File: config.mk
export PLATFORM = sky130hd
export DESIGN_NAME = micro_sequencer
export DESIGN_NICKNAME = d
export VERILOG_FILES = /design/src/rtl/useq_pkg.sv /design/src/rtl/useq_store.sv /design/src/rtl/useq_opmap.sv /design/src/rtl/useq_next.sv /design/src/rtl/micro_sequencer.sv
export SDC_FILE = /design/constraint.sdc
export NUM_CORES = 1
export LEC_CHECK = 0
export ABC_AREA = 1
export BUFFER_PORTS_ARGS = -buffer_cell sky130_fd_sc_hd__buf_2
export CORE_UTILIZATION = 52
export DETAILED_ROUTE_END_ITERATION = 8
export PLACE_DENSITY = 0.8
export SETUP_SLACK_MARGIN = 0.15
export SLEW_MARGIN = 20
export SYNTH_ARGS = -nofsm -noshare
export SYNTH_HDL_FRONTEND = slang
export SYNTH_SLANG_ARGS = --single-unit
File: constraint.sdc
create_clock -name clk -period 2.36 [get_ports clk]
set_input_delay 0 -clock clk [delete_from_list [all_inputs] [get_ports clk]]
set_output_delay 0 -clock clk [all_outputs]
set_load 0.02 [all_outputs]
File: src/rtl/useq_pkg.sv
package useq_pkg;

   localparam int FLAG_W = 4;
   localparam int FLG_NEG   = 0;
   localparam int FLG_ZERO  = 1;
   localparam int FLG_CARRY = 2;
   localparam int FLG_OVF   = 3;

   typedef enum logic [2:0] {
      CND_NEVER  = 3'd0,
      CND_ALWAYS = 3'd1,
      CND_NEG    = 3'd2,
      CND_ZERO   = 3'd3,
      CND_CARRY  = 3'd4,
      CND_OVF    = 3'd5
   } cond_e;

   function automatic logic cond_met(input logic [2:0] sel, input logic [FLAG_W-1:0] fl);
      logic r;
      case (sel)
         CND_ALWAYS: r = 1'b1;
         CND_NEG:    r = fl[FLG_NEG];
         CND_ZERO:   r = fl[FLG_ZERO];
         CND_CARRY:  r = fl[FLG_CARRY];
         CND_OVF:    r = fl[FLG_OVF];
         default:    r = 1'b0;
      endcase
      return r;
   endfunction

endpackage

File: src/rtl/useq_store.sv
module useq_store #(
   parameter int CTRL_W = 16,
   parameter int ADDR_W = 8,
   parameter int NOPS   = 16,
   parameter int BASE   = 16,
   parameter int LEN    = 8,
   parameter int FETCH  = 0
) (
   input  logic [ADDR_W-1:0] addr,
   output logic [CTRL_W-1:0] ctrl,
   output logic [2:0]        cond,
   output logic              is_end,
   output logic              dispatch,
   output logic [ADDR_W-1:0] target
);
   localparam int DEPTH  = 2 ** ADDR_W;
   localparam int RT_TOP = BASE + NOPS * LEN;

   logic [CTRL_W-1:0] ctrl_mem [DEPTH];
   logic [2:0]        cond_mem [DEPTH];
   logic              end_mem  [DEPTH];
   logic              disp_mem [DEPTH];
   logic [ADDR_W-1:0] tgt_mem  [DEPTH];

   for (genvar a = 0; a < DEPTH; a++) begin : g_word
      if (a == FETCH) begin : g_f0
         assign ctrl_mem[a] = CTRL_W'(1);
         assign cond_mem[a] = 3'd0;
         assign end_mem[a]  = 1'b0;
         assign disp_mem[a] = 1'b0;
         assign tgt_mem[a]  = '0;
      end else if (a == FETCH + 1) begin : g_f1
         assign ctrl_mem[a] = CTRL_W'(2);
         assign cond_mem[a] = 3'd1;
         assign end_mem[a]  = 1'b0;
         assign disp_mem[a] = 1'b1;
         assign tgt_mem[a]  = ADDR_W'(DEPTH - 6);
      end else if (a >= BASE && a < RT_TOP) begin : g_rt
         localparam int OP = (a - BASE) / LEN;
         localparam int K  = (a - BASE) % LEN;
         assign ctrl_mem[a] = CTRL_W'(OP * 4096 + K * 256 + (a % 256));
         if (K == 2) begin : g_br
            assign cond_mem[a] = 3'(OP % 8);
            assign tgt_mem[a]  = ADDR_W'(a + 4);
            assign end_mem[a]  = 1'b0;
            assign disp_mem[a] = 1'b0;
         end else if (K == LEN - 1) begin : g_end
            assign cond_mem[a] = 3'd1;
            assign tgt_mem[a]  = ADDR_W'(DEPTH - 56);
            assign end_mem[a]  = 1'b1;
            assign disp_mem[a] = 1'b0;
         end else if (K == 3 && OP == NOPS - 1) begin : g_both
            assign cond_mem[a] = 3'd0;
            assign tgt_mem[a]  = '0;
            assign end_mem[a]  = 1'b1;
            assign disp_mem[a] = 1'b1;
         end else begin : g_plain
            assign cond_mem[a] = 3'd0;
            assign tgt_mem[a]  = '0;
            assign end_mem[a]  = 1'b0;
            assign disp_mem[a] = 1'b0;
         end
      end else begin : g_unused
         assign ctrl_mem[a] = '0;
         assign cond_mem[a] = 3'd0;
         assign end_mem[a]  = 1'b1;
         assign disp_mem[a] = 1'b0;
         assign tgt_mem[a]  = '0;
      end
   end

   assign ctrl     = ctrl_mem[addr];
   assign cond     = cond_mem[addr];
   assign is_end   = end_mem[addr];
   assign dispatch = disp_mem[addr];
   assign target   = tgt_mem[addr];

endmodule

File: src/rtl/useq_opmap.sv
module useq_opmap #(
   parameter int ADDR_W = 8,
   parameter int OP_W   = 4,
   parameter int BASE   = 16,
   parameter int LEN    = 8
) (
   input  logic [OP_W-1:0]   opcode,
   output logic [ADDR_W-1:0] start
);
   localparam int NOPS = 2 ** OP_W;

   logic [ADDR_W-1:0] map [NOPS];

   for (genvar i = 0; i < NOPS; i++) begin : g_map
      assign map[i] = ADDR_W'(BASE + i * LEN);
   end

   assign start = map[opcode];

endmodule

File: src/rtl/useq_next.sv
module useq_next #(
   parameter int ADDR_W = 8,
   parameter int FETCH  = 0
) (
   input  logic                         clk,
   input  logic                         rst_n,
   input  logic                         is_end,
   input  logic                         dispatch,
   input  logic [2:0]                   cond,
   input  logic [useq_pkg::FLAG_W-1:0]  flags,
   input  logic [ADDR_W-1:0]            target,
   input  logic [ADDR_W-1:0]            start,
   output logic [ADDR_W-1:0]            upc
);
   logic              taken;
   logic [ADDR_W-1:0] upc_nxt;

   always_comb begin
      taken = useq_pkg::cond_met(cond, flags);
      if (is_end)        upc_nxt = ADDR_W'(FETCH);
      else if (dispatch) upc_nxt = start;
      else if (taken)    upc_nxt = target;
      else               upc_nxt = upc + 1'b1;
   end

   always_ff @(posedge clk or negedge rst_n) begin
      if (!rst_n) upc <= ADDR_W'(FETCH);
      else        upc <= upc_nxt;
   end

   a_r4_end_to_fetch: assert property (@(posedge clk) disable iff (!rst_n)
      is_end |=> upc == ADDR_W'(FETCH));

   a_r5_dispatch_start: assert property (@(posedge clk) disable iff (!rst_n)
      (!is_end && dispatch) |=> upc == $past(start));

   a_r6_branch_target: assert property (@(posedge clk) disable iff (!rst_n)
      (!is_end && !dispatch && taken) |=> upc == $past(target));

   a_r3_increment: assert property (@(posedge clk) disable iff (!rst_n)
      (!is_end && !dispatch && !taken) |=> upc == ADDR_W'($past(upc) + 1'b1));

   a_r6_no_branch_on_never: assert property (@(posedge clk) disable iff (!rst_n)
      (cond == 3'd0 || cond > 3'd5) |-> !taken);

endmodule

File: src/rtl/micro_sequencer.sv
module micro_sequencer #(
   parameter int CTRL_W = 16,
   parameter int ADDR_W = 8,
   parameter int OP_W   = 4,
   parameter int BASE   = 16,
   parameter int LEN    = 8,
   parameter int FETCH  = 0
) (
   input  logic                        clk,
   input  logic                        rst_n,
   input  logic [OP_W-1:0]             ir_opcode,
   input  logic [useq_pkg::FLAG_W-1:0] flags,
   output logic [CTRL_W-1:0]           ctrl,
   output logic [ADDR_W-1:0]           uaddr
);
   localparam int NOPS  = 2 ** OP_W;
   localparam int DEPTH = 2 ** ADDR_W;

   if (BASE + NOPS * LEN > DEPTH) begin : g_chk_fit
      $error("routines do not fit in the control store");
   end
   if (BASE < FETCH + 2) begin : g_chk_base
      $error("routines overlap the fetch words");
   end
   if (LEN < 8) begin : g_chk_len
      $error("routine slot must hold at least 8 words");
   end
   if (CTRL_W < 16) begin : g_chk_ctrl
      $error("control field narrower than 16 bits");
   end

   logic [2:0]        w_cond;
   logic              w_end;
   logic              w_disp;
   logic [ADDR_W-1:0] w_tgt;
   logic [ADDR_W-1:0] w_start;

   useq_store #(
      .CTRL_W(CTRL_W), .ADDR_W(ADDR_W), .NOPS(NOPS),
      .BASE(BASE), .LEN(LEN), .FETCH(FETCH)
   ) u_store (
      .addr(uaddr), .ctrl(ctrl), .cond(w_cond),
      .is_end(w_end), .dispatch(w_disp), .target(w_tgt)
   );

   useq_opmap #(
      .ADDR_W(ADDR_W), .OP_W(OP_W), .BASE(BASE), .LEN(LEN)
   ) u_map (
      .opcode(ir_opcode), .start(w_start)
   );

   useq_next #(
      .ADDR_W(ADDR_W), .FETCH(FETCH)
   ) u_next (
      .clk(clk), .rst_n(rst_n), .is_end(w_end), .dispatch(w_disp),
      .cond(w_cond), .flags(flags), .target(w_tgt), .start(w_start),
      .upc(uaddr)
   );

endmodule

-- Word-level counts from Yosys, hierarchy flattened
Memories as Yosys holds them, arrays and structs flattened.
Index checks and enable logic that the tools add are counted.
- input port bits: 10
- register bits after elaboration: 8
- ROM bits: 7552
- output and inout port bits: 24
- memories kept: 6
- word-level logic and storage cells: 33
- bits in writable memories: 0
- latch bits: 0
- magnitude comparators: 2
- multiply operators: 0
- shift-type cells: 0
- add/subtract/negate cells: 1
- muxes and demuxes: 16
- bitwise logic cells: 2
- eq/ne operators: 5
- reduce and logical (&&, ||, !) cells: 0
- divide/modulo/power cells: 0
- memory list (name ; words ; bits a word ; read ports ; clocked after Yosys merged registers in ; wr ports ; line ; RTL):
    (no name shown) ; 256 ; 16 ; 1 ; 0 ; 0 ; useq_store.sv:72 ; assign ctrl = ctrl_mem[addr];
    (no name shown) ; 256 ; 8 ; 1 ; 0 ; 0 ; useq_store.sv:76 ; assign target = tgt_mem[addr];
    (no name shown) ; 256 ; 3 ; 1 ; 0 ; 0 ; useq_store.sv:73 ; assign cond = cond_mem[addr];
    (no name shown) ; 256 ; 1 ; 1 ; 0 ; 0 ; useq_store.sv:74 ; assign is_end = end_mem[addr];
    (no name shown) ; 256 ; 1 ; 1 ; 0 ; 0 ; useq_store.sv:75 ; assign dispatch = disp_mem[addr];
    (no name shown) ; 16 ; 8 ; 1 ; 0 ; 0 ; useq_opmap.sv:18 ; assign start = map[opcode];
- operators with widths (cell ; count):
    two-way mux 8 bit ; 7
    two-way mux 16 bit ; 2
    greater-or-equal comparator 9 bit (second input constant) ; 1
    inverter 8 -> 9 bit ; 1
    adder 8 x 1 -> 8 bit (second input constant) ; 1
    equality test 3 x 2 -> 1 bit (second input constant) ; 2
    equality test 3 bit (second input constant) ; 2
    two-way mux 3 bit ; 2
    greater-or-equal comparator 5 bit (second input constant) ; 1
    inverter 4 -> 5 bit ; 1
    one-hot mux 1 bit (5 select lines) ; 1
    two-way mux 1 bit ; 4
    equality test 3 x 1 -> 1 bit (second input constant) ; 1

-- Longest topological paths before layout
Gate-level depths: netlist (run 1).
- depth in word-level cells: 9
- gate-level depth with buffers: 15
- gate-level depth less buffers: 15

-- Cells and area by module
A second synthesis (run 1) with hierarchy kept.
- cell total of the unflattened synthesis: 224
- area total of the unflattened synthesis: 1286.2 µm²
- by module, submodules not included (module ; times used ; cells each ; sequential area each (µm²) ; area each (µm²)):
    useq_next ; 1 ; 110 ; 200.2 ; 691.9
    useq_store ; 1 ; 99 ; 0.0 ; 505.5
    useq_opmap ; 1 ; 15 ; 0.0 ; 88.8

-- Worst setup path after synthesis (run 1)
OpenSTA, ideal clock, no wires.
- path type: reg-to-reg
- from: register u_next.upc[1]
- to: register u_next.upc[6]
- data required time: 2247 ps
- path slack: 526 ps
- stages on the path, launching flop included: 14
- data arrival time: 1721 ps
- setup time: 113 ps
- cells stage by stage: dfrtp_1 > ha_1 > ha_1 > inv_1 > nand2_1 > nand2_1 > o21ai_4 > nor2_2 > nand2_4 > nand2_4 > nand2_1 > nand3_1 > nand2_1 > inv_1
- longest elaborated chain between the ends: 9
- ends and longest elaborated chain (what ; line ; RTL):
    start: declaration ; useq_next.sv:13 ; output logic [ADDR_W-1:0] upc
    start signal: assignment ; useq_next.sv:27 ; if (!rst_n) upc <= ADDR_W'(FETCH);
    start signal: assignment ; useq_next.sv:28 ; else upc <= upc_nxt;
    inverter 8 -> 9 bit (not written as such) ; n/a ;
    memory (256 x 3 bit) ; n/a ;
    two-way mux 3 bit (not written as such) (2 in series) ; useq_store.sv:73 ;
    equality test 3 bit, or another cell as far along ; useq_pkg.sv:20 ; case (sel)
    one-hot mux 1 bit (5 select lines) ; useq_pkg.sv:20 ;
    two-way mux 8 bit ; useq_next.sv:22 ; else if (taken) upc_nxt = target;
    two-way mux 8 bit ; useq_next.sv:21 ; else if (dispatch) upc_nxt = start;
    two-way mux 8 bit * ; useq_next.sv:20 ; if (is_end) upc_nxt = ADDR_W'(FETCH);
    net u_next.upc_nxt[6] ; useq_next.sv:16 ; logic [ADDR_W-1:0] upc_nxt;
Mark *: on every way through the listed nets, which the timed path passes. The rest lies on a longest branch. The select of a mux whose other input is x is not followed.

-- Worst setup path in the final report (run 1)
- from: register u_next.upc[0]
- to: register u_next.upc[5]
Same word-level chain as after synthesis.

==> results of run 1 <==
per-stage QoR:
stage	setup slack [ns]	util (%)	cell area [um2]	std cells
global placement	0.350	64.8	1320	235
CTS	0.294	66.4	1360	239
detailed placement	0.301	64.8	1320	235
global route	0.150	66.5	1360	239
floorplan	0.526	-	1160	180
finish	0.401	66.5	1360	239
layout make-up:
cell class / instances / area (um2) / area share, %
clock buffer: 3 / 22.5 / 1.66
inverter: 25 / 93.8 / 6.91
multi-input combinational: 142 / 831 / 61.1
sequential: 8 / 200 / 14.7
tap: 27 / 33.8 / 2.49
timing repair buffer: 34 / 178 / 13.1
routing by layer:
metal / vias up / global-route usage (%)
met5: - / 0
li1: 638 / -
met2: 48 / 41.8
met4: 0 / 11.3
met1: 561 / 30.9
met3: 14 / 2.49
critical path: stages (launching register included):
cell,delay (ns)
sky130_fd_sc_hd__dfrtp_1,0.44
sky130_fd_sc_hd__inv_2,0.12
sky130_fd_sc_hd__ha_1,0.20
sky130_fd_sc_hd__inv_1,0.07
sky130_fd_sc_hd__nor2_2,0.15
sky130_fd_sc_hd__nand2_1,0.09
sky130_fd_sc_hd__nand2_1,0.08
sky130_fd_sc_hd__nand2_1,0.07
sky130_fd_sc_hd__nand2_1,0.06
sky130_fd_sc_hd__nand3_1,0.12
sky130_fd_sc_hd__nand2_4,0.13
sky130_fd_sc_hd__nand2_4,0.09
sky130_fd_sc_hd__nand2_1,0.07
sky130_fd_sc_hd__nand3_1,0.07
sky130_fd_sc_hd__nand2_1,0.06
sky130_fd_sc_hd__inv_1,0.03
where the power goes:
group / internal (mW) / total [mW] / switching (mW)
sequential: 0.184 / 0.264 / 0.0800
combinational: 0.419 / 1.26 / 0.844
clock: 0.0579 / 0.101 / 0.0429
what timing repair did:
item / in CTS / in global routing
hold buffers: 1 / 0
gates resized for setup: 0 / 2
hold endpoints to repair: 8 / 0
endpoints found under the setup margin: 0 / 8
cell usage in the layout (no fill, tap or decap), types with 2 or more instances in the layout:
cell / n
sky130_fd_sc_hd__dfrtp_1: 8
sky130_fd_sc_hd__ha_1: 12
sky130_fd_sc_hd__xor2_1: 4
sky130_fd_sc_hd__nand2_1: 44
sky130_fd_sc_hd__nand2_2: 3
sky130_fd_sc_hd__inv_1: 20
sky130_fd_sc_hd__nor3_1: 2
sky130_fd_sc_hd__nor2_1: 17
sky130_fd_sc_hd__buf_2: 32
sky130_fd_sc_hd__clkbuf_4: 3
sky130_fd_sc_hd__a21oi_1: 4
sky130_fd_sc_hd__nand3_1: 19
sky130_fd_sc_hd__nor2_2: 3
sky130_fd_sc_hd__o21ai_0: 15
sky130_fd_sc_hd__inv_2: 5
sky130_fd_sc_hd__o211ai_1: 2
sky130_fd_sc_hd__nand2_4: 7
path summary, 6_finish.rpt:
kind | startpoint | slack (ns) | to
max reg2reg | u_next.upc[0] | 0.40 | u_next.upc[5]
max in group asynchronous | rst_n | 2.07 | u_next.upc[1]
max | u_next.upc[0] | 0.40 | u_next.upc[5]
min in group asynchronous | rst_n | 0.12 | u_next.upc[3]
min | ir_opcode[0] | 0.02 | u_next.upc[3]
min reg2reg | u_next.upc[0] | 0.57 | u_next.upc[0]
cells in the mapped netlist, drive strengths merged:
cell type,number
ha,12
nor3,2
dfrtp,8
o21ai,18
o22ai,1
nor2,21
inv,25
nand3,20
xor2,4
buf,5
conb,1
o211ai,2
o31ai,1
o21bai,1
a21oi,5
nand2,54
cell families after synthesis:
family                   Yosys count
flip-flops                         8
other                              1
adder cells (fa/ha/maj)           12
AND/OR/NAND/NOR                   97
AO/OA/AOI/OAI                     28
XOR/XNOR                           4
buffers and inverters             30
==> reports/results.txt, run 1 <==
The number of buffers inserted during clock tree synthesis was 3; the routed wire length per instance was 11.8 um. Summing over every cut layer, the via total after detailed routing is 1261. The tools report the number of antenna violations at the first check in global routing as 0. The number of nets in the final layout was 236. The number of setup violations in the final report came out at 0. The logs give 2310 um for the half-perimeter wire length after detailed placement and 1230 um for the length of routed wiring on met1.

The clock passes through at most 2 buffers. For the number of sinks handled by clock tree synthesis, the log shows 8. After Yosys synthesis, XOR and XNOR cells account for 3.01% of the synthesized area. The repair_antennas step left the layout with diodes totalling 0. The global placement routability congestion came out at 0.976. In the final layout, the registers with the most flip-flops are u_next.upc x8. The share of the Yosys chip area taken by registers is 17.2%. The worst IR drop on VDD was 749 uV.

In the post-synthesis netlist, the biggest area contributors are sky130_fd_sc_hd__dfrtp_1, sky130_fd_sc_hd__nand2_1, sky130_fd_sc_hd__ha_1, sky130_fd_sc_hd__nand3_1, sky130_fd_sc_hd__inv_1. Summing the areas of all and, or, nand and nor instances in the mapped netlist gives 40.3% of the synthesized area. Using the TritonRoute via totals, the vias-per-cell ratio works out to 5.28. The tools report the final count of hold timing violations as 0. Compared with the post-synthesis result, the final layout area differs by 16.8%. At the worst endpoint, the arrival time is 2.11 ns.

The fraction of synthesized area in multiplexers was 0%; the logic depth of the worst register-to-register path was 15. The worst path required time was 2.51 ns; the standby leakage power was 0.821 nW. For the maximum clock skew at final layout, the log shows 0.00412 ns. CTS placed an instance of sky130_fd_sc_hd__clkbuf_4 at the clock tree root.

Wire segments on met2 add up to 1360 um in the final route. After layout, the design draws a total of 1.63 mW. In the routed design, unresolved DRC markers number 0. After detailed routing, no signal wire sits above met4.

Count of buffers added by post-CTS timing repair for setup: 0. The count of nets left with antenna violations once routing finished came out at 0. TritonCTS built the clock tree. u_next.upc holds more flip-flops than any other register.

STA classifies the critical path startpoint as a flop. The tools report the number of DRC violations after detailed-routing iteration 0 as 40. For this run, the number of Yosys warnings is 0. The flow ran to the end, and the final reports show no timing, DRC or antenna violations.

The post-route netlist has 27.8% of its cells at a drive strength greater than 1. The worst-path maximum fanout was 8. After detailed routing, the met3 layer carries 144 um of wire. Counting every instance in the synthesized netlist gives 180.

Share of synthesized cell area in full adder, half adder and majority cells: 12.9%. In this run the worst hold path is classified as in -> reg. Synthesis inferred 8 register bits. Buffers placed on the I/O ports in this run total 32.

The tools report the largest net degree at the start of global routing as 12. Hold timing on the final database bottoms out at a slack of 0.0191 ns. The logs give 511 MHz for the maximum clock rate and 0 ns for the total negative setup slack. The die is 49.3 um tall.

For the final-report max-slew violation count, the log shows 0. The mean cell area of the mapped netlist is 6.46 um2, and the power density over cell area is 1200 mW/mm2. The tools report the overall global routing resource usage as 24.6%. The worst hold path passes through 3 cells. After synthesis the cells add up to 0.00116 mm2.

After layout, the minimum clock period comes to 1.96 ns. Across the run, the number of max-cap violations was 0. The first global-routing pass estimated 4650 um of wire.

The logs give 1 for the CTS H-tree depth and 34 for the number of primary I/O pins. The fraction of the mapped netlist area in compound gates is 14.6%, and the first-pass detailed-route iteration total is 4. The worst-skew pair later-pin latency is 0.25 ns, and the number of different library cells in the post-synthesis netlist is 27. The tools report the initial core utilization as 57.0%. The layout has 188 filler cells.

The tools report the die footprint as 0.00243 mm2. The clock slew at the register clock pins of the worst setup and hold paths is 0.05 ns. By area, the combinational part of the netlist is dominated by simple AND/OR/NAND/NOR gates.

The die boundary width was 49.3 um; the top cell type's share of synthesized area was 17.2%. For this run the aggregate overflow at the end of global routing stands at 0. The worst path uses 83.0% of the clock period. The worst setup path category is reg -> reg. The worst setup path is captured at a flop.

The routed wire length is 2810 um, and the flip-flop count of the largest register, all copies and words added is 8. After floorplanning, the core was divided into 16 placement rows. The top cell type by total area after synthesis was sky130_fd_sc_hd__dfrtp_1.

Setup repair after global routing left no endpoint under its margin. For the number of global-route vias before repair, the log shows 1071. The core box area is 0.00204 mm2.

The number of nets handed over by synthesis was 202.
Note: power is estimated with default switching activity, not from simulation.
==> inputs of run 2 (changes only) <==
CORE_UTILIZATION = 47   (was 52)
PLACE_DENSITY = 0.76   (was 0.8)
clock period = 1.65 ns   (was 2.36 ns; I/O delays follow)
==> run 2 against run 1 <==
The flow now finishes with violations (setup timing). Flip-flop and latch count is the same. Register-to-register slack lost 0.53 ns. Combinational power grew 90%. Global-route usage grew 3.5 points. Die area grew 10%. Critical endpoint is now u_next.upc[4]. Largest power group unchanged.
==> reports/results.txt, run 2 (synthesis gave the netlist of run 1 again) <==
The flow ran to the end, but the final reports show violations. The checks that failed: setup timing. Number of placed instances with taps included: 262 (+11%). The post-route fraction of the period consumed by the critical path came out at 108% (+25 points). The routed wire length per instance works out to 12.3 um (+4.5%). The run gives 0.988 nW (+20%) as the standby leakage power. The most numerous cell type found on the critical path is sky130_fd_sc_hd__nand2_2. The proportion of layout cells with a drive suffix above 1 is 47.7% (+20 points), and the worst path required time is 1.80 ns (-0.71 ns). For the half-perimeter wire length after detailed placement, the log shows 2660 um (+15%).

The run gives 0.00228 mm2 (+11%) as the core box area. Master cell of the clock root buffer: sky130_fd_sc_hd__clkbuf_4. Worst IR drop on VDD: 1180 uV (+57%). The largest register by flop count was u_next.upc. Overall die height: 51.8 um (+5.0%).

The proportion of power drawn by combinational gates came out at 81.7% (+4.1 points). The worst setup path category was reg -> reg. The final count of hold timing violations is 0 (unchanged).

The end point of the critical path was u_next.upc[4]. The final total power came out at 2.94 mW (+80%). The worst-path maximum fanout was 8 (unchanged); the arrival time at the worst endpoint was 1.93 ns (-0.18 ns). The diode insertion count for antenna repair is 0 (unchanged), and the initial core utilization is 51.1% (-5.9 points). The overall global routing resource usage was 28.1% (+3.5 points); the met1 global-route usage was 35.4% (+4.5 points).

Final-report max-slew violation count: 0 (unchanged). STA classifies the critical path startpoint as a flop. The tools report the worst-skew pair later-pin latency as 0.26 ns (about the same).

The number of buffers inserted during clock tree synthesis came out at 3 (unchanged). The tools report the endpoint of the worst register-to-register path as u_next.upc[4]. The logic depth of the worst register-to-register path is 15 (unchanged). The utilization of the core after routing is 75.5% (+8.9 points). The run gives 5.3% (-0.9 points) as the portion of total power attributed to the clock network.

The tools report the final-layout fill cell count as 199 (+5.9%). The die footprint was 0.00268 mm2 (+10%). The first-pass GRT wire length came out at 5550 um (+19%).

The tools report the number of nets in the final layout as 266 (+13%). The run gives 13.0% (-3.2 points) as the fraction of power consumed by sequential logic. The flip-flop count of the largest register, all copies and words added works out to 8 (unchanged).

Setup repair after global routing could not meet its margin everywhere. The number of setup violations in the final report is 10 (+10). Remaining routing DRC violations: 0 (unchanged). For the first-pass detailed-route iteration total, the log shows 4 (unchanged). The maximum clock skew at final layout was 0.00783 ns (+0.00371 ns).

The internal power summed over all cells was 1.32 mW (+99%). Capturing element type of the critical path: a flop. The tools report the minimum setup slack among reg-to-reg paths as -0.13 ns (-0.53 ns). The delay contributed by the slowest stage of the critical path is 0.44 ns (about the same). The routed wire length is 3330 um (+18%). The setup slack of the critical path after layout is -0.132 ns (-0.534 ns). The switching power of the nets is 1.62 mW (+67%), and the layout overhead on the synthesized area is 47.6%. The final critical path time including I/O delays and setup came out at 1.78 ns (-0.176 ns).

The switching portion of total power is 55.1% (-4.3 points), and the total via count after detailed routing is 1356 (+7.5%). Leaving out fill and tap cells, the most frequent cells in the layout are sky130_fd_sc_hd__nand2_1, sky130_fd_sc_hd__buf_2, sky130_fd_sc_hd__buf_4, sky130_fd_sc_hd__inv_1, sky130_fd_sc_hd__nor2_1. In the final layout, the registers with the most flip-flops are u_next.upc x8.

Maximum clock rate: 561 MHz (+9.9%). The logs give 34 (unchanged) for the number of primary I/O pins and 0 (unchanged) for the post-detailed-route count of antenna-violating nets. The run gives 8 (unchanged) as the number of sinks handled by clock tree synthesis. Busiest layer in global routing: met2. The worst hold slack after final layout came out at 0.0958 ns (+0.0766 ns). The number of antenna violations at the first check in global routing was 0 (unchanged); the largest net degree at the start of global routing was 12 (unchanged). The start of the worst register-to-register path is u_next.upc[0]. The run gives -0.659 ns (-0.659 ns) as the total negative setup slack. The worst setup timing slack at the placement stage was -0.131 ns (-0.432 ns); the cell area after placement was 0.00157 mm2 (+19%). The timing startpoint of the critical path is u_next.upc[0]. TritonCTS built the clock tree.

The total of max-cap violations was 0 (unchanged). The number of non-filler instances in the completed layout is 271 (+13%), and the die boundary width is 51.8 um (+5.0%). CTS H-tree depth: 1 (unchanged). The overflow left after global routing is 0 (unchanged).

In this run the worst hold path is classified as in -> reg. The tools report the met2 capacity usage during global routing as 50.0% (+8.2 points). The run gives 1281 (+20%) as the number of global-route vias before repair.

The number of placement rows is 17 (+1), and the number of buffers added on ports is 32 (unchanged). The number of DRC violations after detailed-routing iteration 0 was 41 (+2.5%). The clock tree buffer depth was 2 (unchanged); the per-cell via count in the routed design was 5.00 (-5.2%). The power density over cell area was 1710 mW/mm2 (+43%); the global placement routability congestion was 0.878 (-10%). The met3 layer usage reported by global route came out at 2.63% (+0.14 points). The clock slew at the register clock pins of the worst setup and hold paths works out to 0.05 ns (about the same).

The library cell used most frequently in the layout, excluding fill and tap cells, is sky130_fd_sc_hd__nand2_1. The critical path goes through inv_2 -> ha_4 -> inv_2 -> nor2_4 -> nand2_2 -> nand2_2 -> nand2_2 -> nand2_2 -> nand3_2 -> nand2_4 -> nand2_8 -> nand2_2 -> nand3_2 -> nand2_2 -> inv_2. The run gives 0.00172 mm2 (+26%) as the final design area excluding fillers.

Among all stages on the critical path, the largest delay is contributed by sky130_fd_sc_hd__dfrtp_2.
## run 2: changes by cell type in the layout (fill, tap and decap cells not counted), sizes merged
cell and delta:
buf +29, clkbuf +1, dlygate4sd3 +1
## run 2: worst min-delay path by stage
stage,cells past startpoint,start,to
global route,2,rst_n,u_next.upc[3]
finish,5,ir_opcode[3],u_next.upc[7]
floorplan,0,rst_n,u_next.upc[0]
CTS,5,ir_opcode[3],u_next.upc[7]
detailed placement,1,rst_n,u_next.upc[2]
global placement,1,rst_n,u_next.upc[3]
## run 2: cell type report
type,instances,area (um2),area share [%]
well taps,28,35.0,2.04
repair buffers,64,405,23.6
clock buffers,4,26.3,1.53
multi-input cells,142,953,55.5
inverters,25,93.8,5.46
flip-flops and latches,8,204,11.9
## run 2: critical path: cells and delay by family (launching register included)
family / cells / cell delay (ns)
buffers and inverters: 3 / 0.16
AND/OR/NAND/NOR: 11 / 0.94
adder cells (fa/ha/maj): 1 / 0.14
flip-flops: 1 / 0.44
## run 2: what timing repair did
action                                  CTS  global route
hold buffers                              2             0
resized for setup                         9            15
endpoints found under the hold margin     9             0
endpoints found under the setup margin   19            20
buffers inserted                          2             1
pin swaps                                10            10
## run 2: routing by layer
layer  part of all wire [%]  vias up  wire [um]
li1                       -      698          -
met1                     44      609       1480
met2                     51       43       1690
met3                    3.8        6        128
met4                    1.3        0         42
met5                      0        -          0
## run 2: power by group through the flow
stage	Sequential (mW)	Combinational [mW]	Clock, mW
final	0.381	2.40	0.155
after global routing	0.392	2.65	0.167
after CTS	0.381	2.27	0.159
after detailed placement	0.380	2.19	0
after global placement	0.376	2.15	0
after floorplan	0.442	1.37	0
==> inputs of run 3 (changes only) <==
ABC_AREA = unset   (was 1)
==> run 3 against run 2 <==
The run now fails in global routing (5_1_grt). Area after synthesis is 0.75% higher. Synthesized cell count is 16% lower.
==> reports/results.txt, run 3 <==
The run stopped with a tool error. The step where the flow halted is global routing (5_1_grt). The tool reported: "[ERROR DPL-0038] Utilization greater than 100%, impossible to legalize". Sorting the synthesized cells by how often they occur yields sky130_fd_sc_hd__nor2_1, sky130_fd_sc_hd__ha_1, sky130_fd_sc_hd__a21oi_1, sky130_fd_sc_hd__nand2_1. The count of flip-flops with a built-in enable after synthesis was 0 (unchanged). The tree is rooted in a sky130_fd_sc_hd__clkbuf_4.

For the number of cells produced by synthesis, the log shows 152 (-16%). The synthesized flop and latch total came out at 8 (unchanged). After the last repair the worst path ends at a sequential cell input. The run gives 17.1% (-0.13 points) as the sequential share of the synthesized area. The run gives 2 (unchanged) as the clock tree buffer depth.

CTS H-tree depth: 1 (unchanged). The top cell type's share of synthesized area came out at 17.1% (-0.13 points). Net count of the mapped netlist: 174 (-14%). The die boundary width is 51.9 um (+0.37%). The proportion of synthesized flip-flops having asynchronous set or reset is 100% (unchanged). Among all flip-flop cells after synthesis, the most frequent one is sky130_fd_sc_hd__dfrtp_1. The number of different library cells in the post-synthesis netlist came out at 51 (+89%).

Yosys instantiated no cell more often than sky130_fd_sc_hd__nor2_1. The top cell type by total area after synthesis is sky130_fd_sc_hd__dfrtp_1. The area of the mapped netlist was 0.00117 mm2 (+0.75%); the half-perimeter wire length after detailed placement was 3470 um (+30%). The number of buffers added on ports came out at 32 (unchanged).

The number of primary I/O pins came out at 34 (unchanged). The run gives 0 (unchanged) as the number of synthesis warnings. By area the synthesized netlist is led by sky130_fd_sc_hd__dfrtp_1, sky130_fd_sc_hd__ha_1, sky130_fd_sc_hd__nor2_1, sky130_fd_sc_hd__a21oi_1, sky130_fd_sc_hd__xnor2_1. The number of buffers inserted during clock tree synthesis was 3 (unchanged); the global placement routability congestion was 0.985 (+12%). The initial core utilization was 51.5% (+0.38 points); the number of placed instances with taps included was 246 (-6.1%). The number of placement rows is 17 (unchanged). The run gives 8 (unchanged) as the number of sinks handled by clock tree synthesis. The mean cell area of the mapped netlist was 7.71 um2 (+19%); the largest net degree at the start of global routing was 12. The overall die height came out at 51.9 um (+0.37%).

The worst endpoint left by the global-route repair_timing run is u_next.upc[6]$_DFF_PN0_/D.
[run 3: metrics by stage]
step           cell area (um2)  worst slack [ns]
4_1_cts                   2210            -0.403
3_5_place_dp              1750            -0.487
3_3_place_gp              1750            -0.404
2_1_floorplan             1290            -0.395
[run 3: kinds of logic after synthesis]
group                      after synthesis  share of synthesized area, %
and+or+nand+nor                         63                          29.9
AOI/OAI and AO/OA                       39                          23.5
buffers and inverters                   21                          10.1
adders and majority gates               12                          12.8
DFF                                      8                          17.1
xor gates and xnor gates                 6                          4.48
muxes                                    2                          1.81
other                                    1                         0.320
[run 3: timing repair]
| action | CTS |
|---|---|
| gates resized for setup | 77 |
| pin swaps | 15 |
| endpoints found under the hold margin | 8 |
| hold buffers | 1 |
| buffers inserted | 16 |
| setup endpoints to repair | 21 |
| gates cloned | 1 |
==> inputs of run 4 (changes only) <==
CORE_AREA = 2 2 63 65   (was unset)
CORE_UTILIZATION = unset   (was 47)
DIE_AREA = 0 0 65 67   (was unset)
PLACE_DENSITY = unset   (was 0.76)
PLACE_DENSITY_LB_ADDON = 0.15   (was unset)
SETUP_SLACK_MARGIN = unset   (was 0.15)
clock period = 2.15 ns   (was 1.65 ns; I/O delays follow)
==> run 4 against run 3 <==
The run now ends clean. Synthesized cell count unchanged. Area after synthesis unchanged.
==> reports/results.txt, run 4 <==
The run finished with clean final reports. The overall die height works out to 67 um (+29%). After synthesis, the most frequently instantiated cells are sky130_fd_sc_hd__nor2_1, sky130_fd_sc_hd__ha_1, sky130_fd_sc_hd__a21oi_1, sky130_fd_sc_hd__nand2_1. The tools report the end point of the critical path as u_next.upc[0].

The floorplan step defined a die boundary enclosing 0.00436 mm2. 0 antenna diodes ended up in the layout. The run gives 3790 um as the routed wire length.

The worst hold path cell count is 3, and the area of the mapped netlist is 0.00117 mm2 (unchanged). STA puts the critical path data arrival time at 2.24 ns. The final-report max-slew violation count came out at 0. The run gives 34 (unchanged) as the number of primary I/O pins. The master cell of the clock root buffer is sky130_fd_sc_hd__clkbuf_8. The number of global-route vias before repair was 1258; the post-route fraction of the period consumed by the critical path was 97.9%. Among cell families on the critical path, the largest total delay comes from simple AND/OR/NAND/NOR gates. Number of cells produced by synthesis: 152 (unchanged). The first-pass GRT wire length was 5780 um; the worst-path maximum fanout was 6.

CTS H-tree depth: 1 (unchanged). The top cell type by total area after synthesis was sky130_fd_sc_hd__dfrtp_1. The final total power is 2.40 mW, and the sum of buffers and inverters on the critical path is 1.

From synthesis to final layout, the design area changed by 43.8%. For the number of sinks handled by clock tree synthesis, the log shows 8 (unchanged). After detailed routing, the number of vias per cell comes to 5.32. The most common cell in the synthesized netlist is sky130_fd_sc_hd__nor2_1.

The logs give 3 (unchanged) for the number of buffers inserted during clock tree synthesis and 0 (unchanged) for the number of synthesis warnings. The final count of hold timing violations is 0, and the top cell type's share of synthesized area is 17.1% (unchanged). The number of different library cells in the post-synthesis netlist is 51 (unchanged), and the synthesized flop and latch total is 8 (unchanged). The worst setup path category is reg -> reg. The run gives 4 as the first-pass detailed-route iteration total. The first routing iteration left 112 violations. The register with the most flip-flops in the final layout is u_next.upc. The routed design could run at a clock period as short as 2.10 ns.

The run gives 2 (unchanged) as the clock tree buffer depth. The largest single stage delay on the critical path is 0.46 ns. The mean cell area of the mapped netlist is 7.71 um2 (unchanged). The busiest layer in global routing is met2.

Sequential share of the synthesized area: 17.1% (unchanged). Endpoint of the worst register-to-register path: u_next.upc[0]. In the global route stage, met1 resource usage came out at 22.1%.

The maximum clock skew at final layout was 0.00354 ns. On the critical path, the stage with the largest delay is an instance of sky130_fd_sc_hd__dfrtp_2. The minimum setup slack among reg-to-reg paths is 0.05 ns, and the met2 capacity usage during global routing is 29.0%. For met3 alone, demand over resource in global routing was 3.38%.

The number of placed instances with taps included was 240 (-2.4%). The initial core utilization was 32.5% (-19 points). Leaving out fill and tap cells, the most frequent cell in the layout is sky130_fd_sc_hd__buf_2. Entering global routing, the biggest net connects 14 pins. The flip-flop cell with the highest count after synthesis is sky130_fd_sc_hd__dfrtp_1. Data on the critical path is required at its endpoint by 2.29 ns. The worst setup path is captured at a flop. In this run the most critical hold path is launched from ir_opcode[0]. In this run the standard cell core region covers 0.00361 mm2. Global placement routability congestion: 0.866 (-12%). For this run the aggregate overflow at the end of global routing stands at 0.

Global routing consumed, over all layers together, 17.1% of the routing resources. For the number of setup violations in the final report, the log shows 0. The type of origin of the critical path is a flop.

The tools report the number of non-filler instances in the completed layout as 249. The number of buffers added on ports works out to 32 (unchanged). Setup repair after global routing could not meet its margin everywhere.

The library cells used most frequently in the layout, excluding fill and tap cells, are sky130_fd_sc_hd__buf_2, sky130_fd_sc_hd__buf_4, sky130_fd_sc_hd__nor2_1, sky130_fd_sc_hd__ha_1. The flip-flop count of the largest register, all copies and words added is 8. The count of flip-flops with a built-in enable after synthesis is 0 (unchanged). The critical path goes through ha_4 -> mux2_4 -> o2111a_2 -> nor3_4 -> buf_4 -> or2_4 -> nor3b_4. The logs give 0.22 ns for the worst-skew pair later-pin latency and 0 ns for the total negative setup slack. The number of antenna violations at the first check in global routing is 0, and the proportion of synthesized flip-flops having asynchronous set or reset is 100% (unchanged). Summed over all cells, the static leakage comes to 0.762 nW. Path length in cells of the critical path: 7.

In the final routed layout, each cell accounts on average for 15.2 um. The most critical setup path has its startpoint at u_next.upc[1]. For the cell area after placement, the log shows 0.00147 mm2 (-16%). Timing would allow up to 475 MHz.

The number of placement rows was 22 (+5); the utilization of the core after routing was 46.7%. Counting cells, the worst reg-to-reg path comes to 7. In the routed design, unresolved DRC markers number 0.

In this run the critical register-to-register path is launched from u_next.upc[1]. The count of nets left with antenna violations once routing finished came out at 0. Cells with a size suffix above 1 make up 45.8% of the layout. Across the VDD grid, the largest voltage drop is 467 uV.

For this run, the post-layout net count is 224. The largest registers in the layout are u_next.upc x8. The half-perimeter wire length after detailed placement was 2800 um (-19%). The worst min-delay path class is in -> reg.

For this design the ratio of total power to cell area is 1430 mW/mm2. Across the run, the number of max-cap violations was 0. The clock slew at the register clock pins of the worst setup and hold paths is 0.04 ns.

The finished cells cover 0.00169 mm2. The net count of the mapped netlist was 174 (unchanged); the die boundary width was 65 um (+25%). Total via count after detailed routing: 1325. Ranked by total cell area, the synthesized netlist is headed by sky130_fd_sc_hd__dfrtp_1, sky130_fd_sc_hd__ha_1, sky130_fd_sc_hd__nor2_1, sky130_fd_sc_hd__a21oi_1, sky130_fd_sc_hd__xnor2_1. TritonCTS built the clock tree.
[run 4: tightest hold or removal path: stages]
cell	delay, ns
sky130_fd_sc_hd__buf_2	0.10
sky130_fd_sc_hd__nor2_1	0.11
sky130_fd_sc_hd__a311oi_1	0.06
[run 4: per-layer routing]
metal | vias to the layer above | routed length (um)
met5 | - | 0
met4 | 0 | 27
met3 | 4 | 185
met2 | 44 | 1910
met1 | 635 | 1670
li1 | 642 | -
[run 4: worst min path at each step]
stage / to / slack, ns
4_1_cts: u_next.upc[3] / 0.09
5_1_grt: u_next.upc[3] / 0.11
2_1_floorplan: u_next.upc[0] / -0.30
3_5_place_dp: u_next.upc[3] / -0.15
6_report: u_next.upc[3] / 0.09
3_3_place_gp: u_next.upc[2] / -0.14
[run 4: cells by family after synthesis]
family	synth area share, %
adder cells (fa/ha/maj)	12.8
other	0.320
XOR/XNOR	4.48
multiplexers	1.81
flip-flops	17.1
buffers and inverters	10.1
AND/OR/NAND/NOR	29.9
AO/OA/AOI/OAI	23.5
[run 4: final cells by class]
cell class	count	area, um2
fill	356	1920
multi-input combinational	123	987
timing repair buffer	57	350
sequential	8	205
tap	48	60.1
clock buffer	4	45.0
inverter	9	37.5
[run 4: through the flow]
stage	hold WS [ns]	setup slack, ns
after global routing	0.114	-0.0645
after detailed placement	-0.146	0.00578
after floorplan	-0.296	0.0189
after global placement	-0.144	0.0593
after CTS	0.0866	0.00398
final	0.0891	0.0461
[run 4: repair_timing]
| item | 4_1_cts | 5_1_grt |
|---|---|---|
| gates resized for setup | 4 | 24 |
| endpoints found under the hold margin | 8 | 0 |
| setup endpoints to repair | 1 | 8 |
| hold buffers | 1 | 0 |
| pin swaps | 1 | 6 |
| buffers inserted | 1 | 3 |
[run 4: where the power goes]
part	total (mW)	switching [mW]	leakage, nW	internal (mW)
Clock	0.182	0.0537	0.0228	0.128
Sequential	0.345	0.131	0.100	0.214
Combinational	1.88	1.08	0.639	0.800
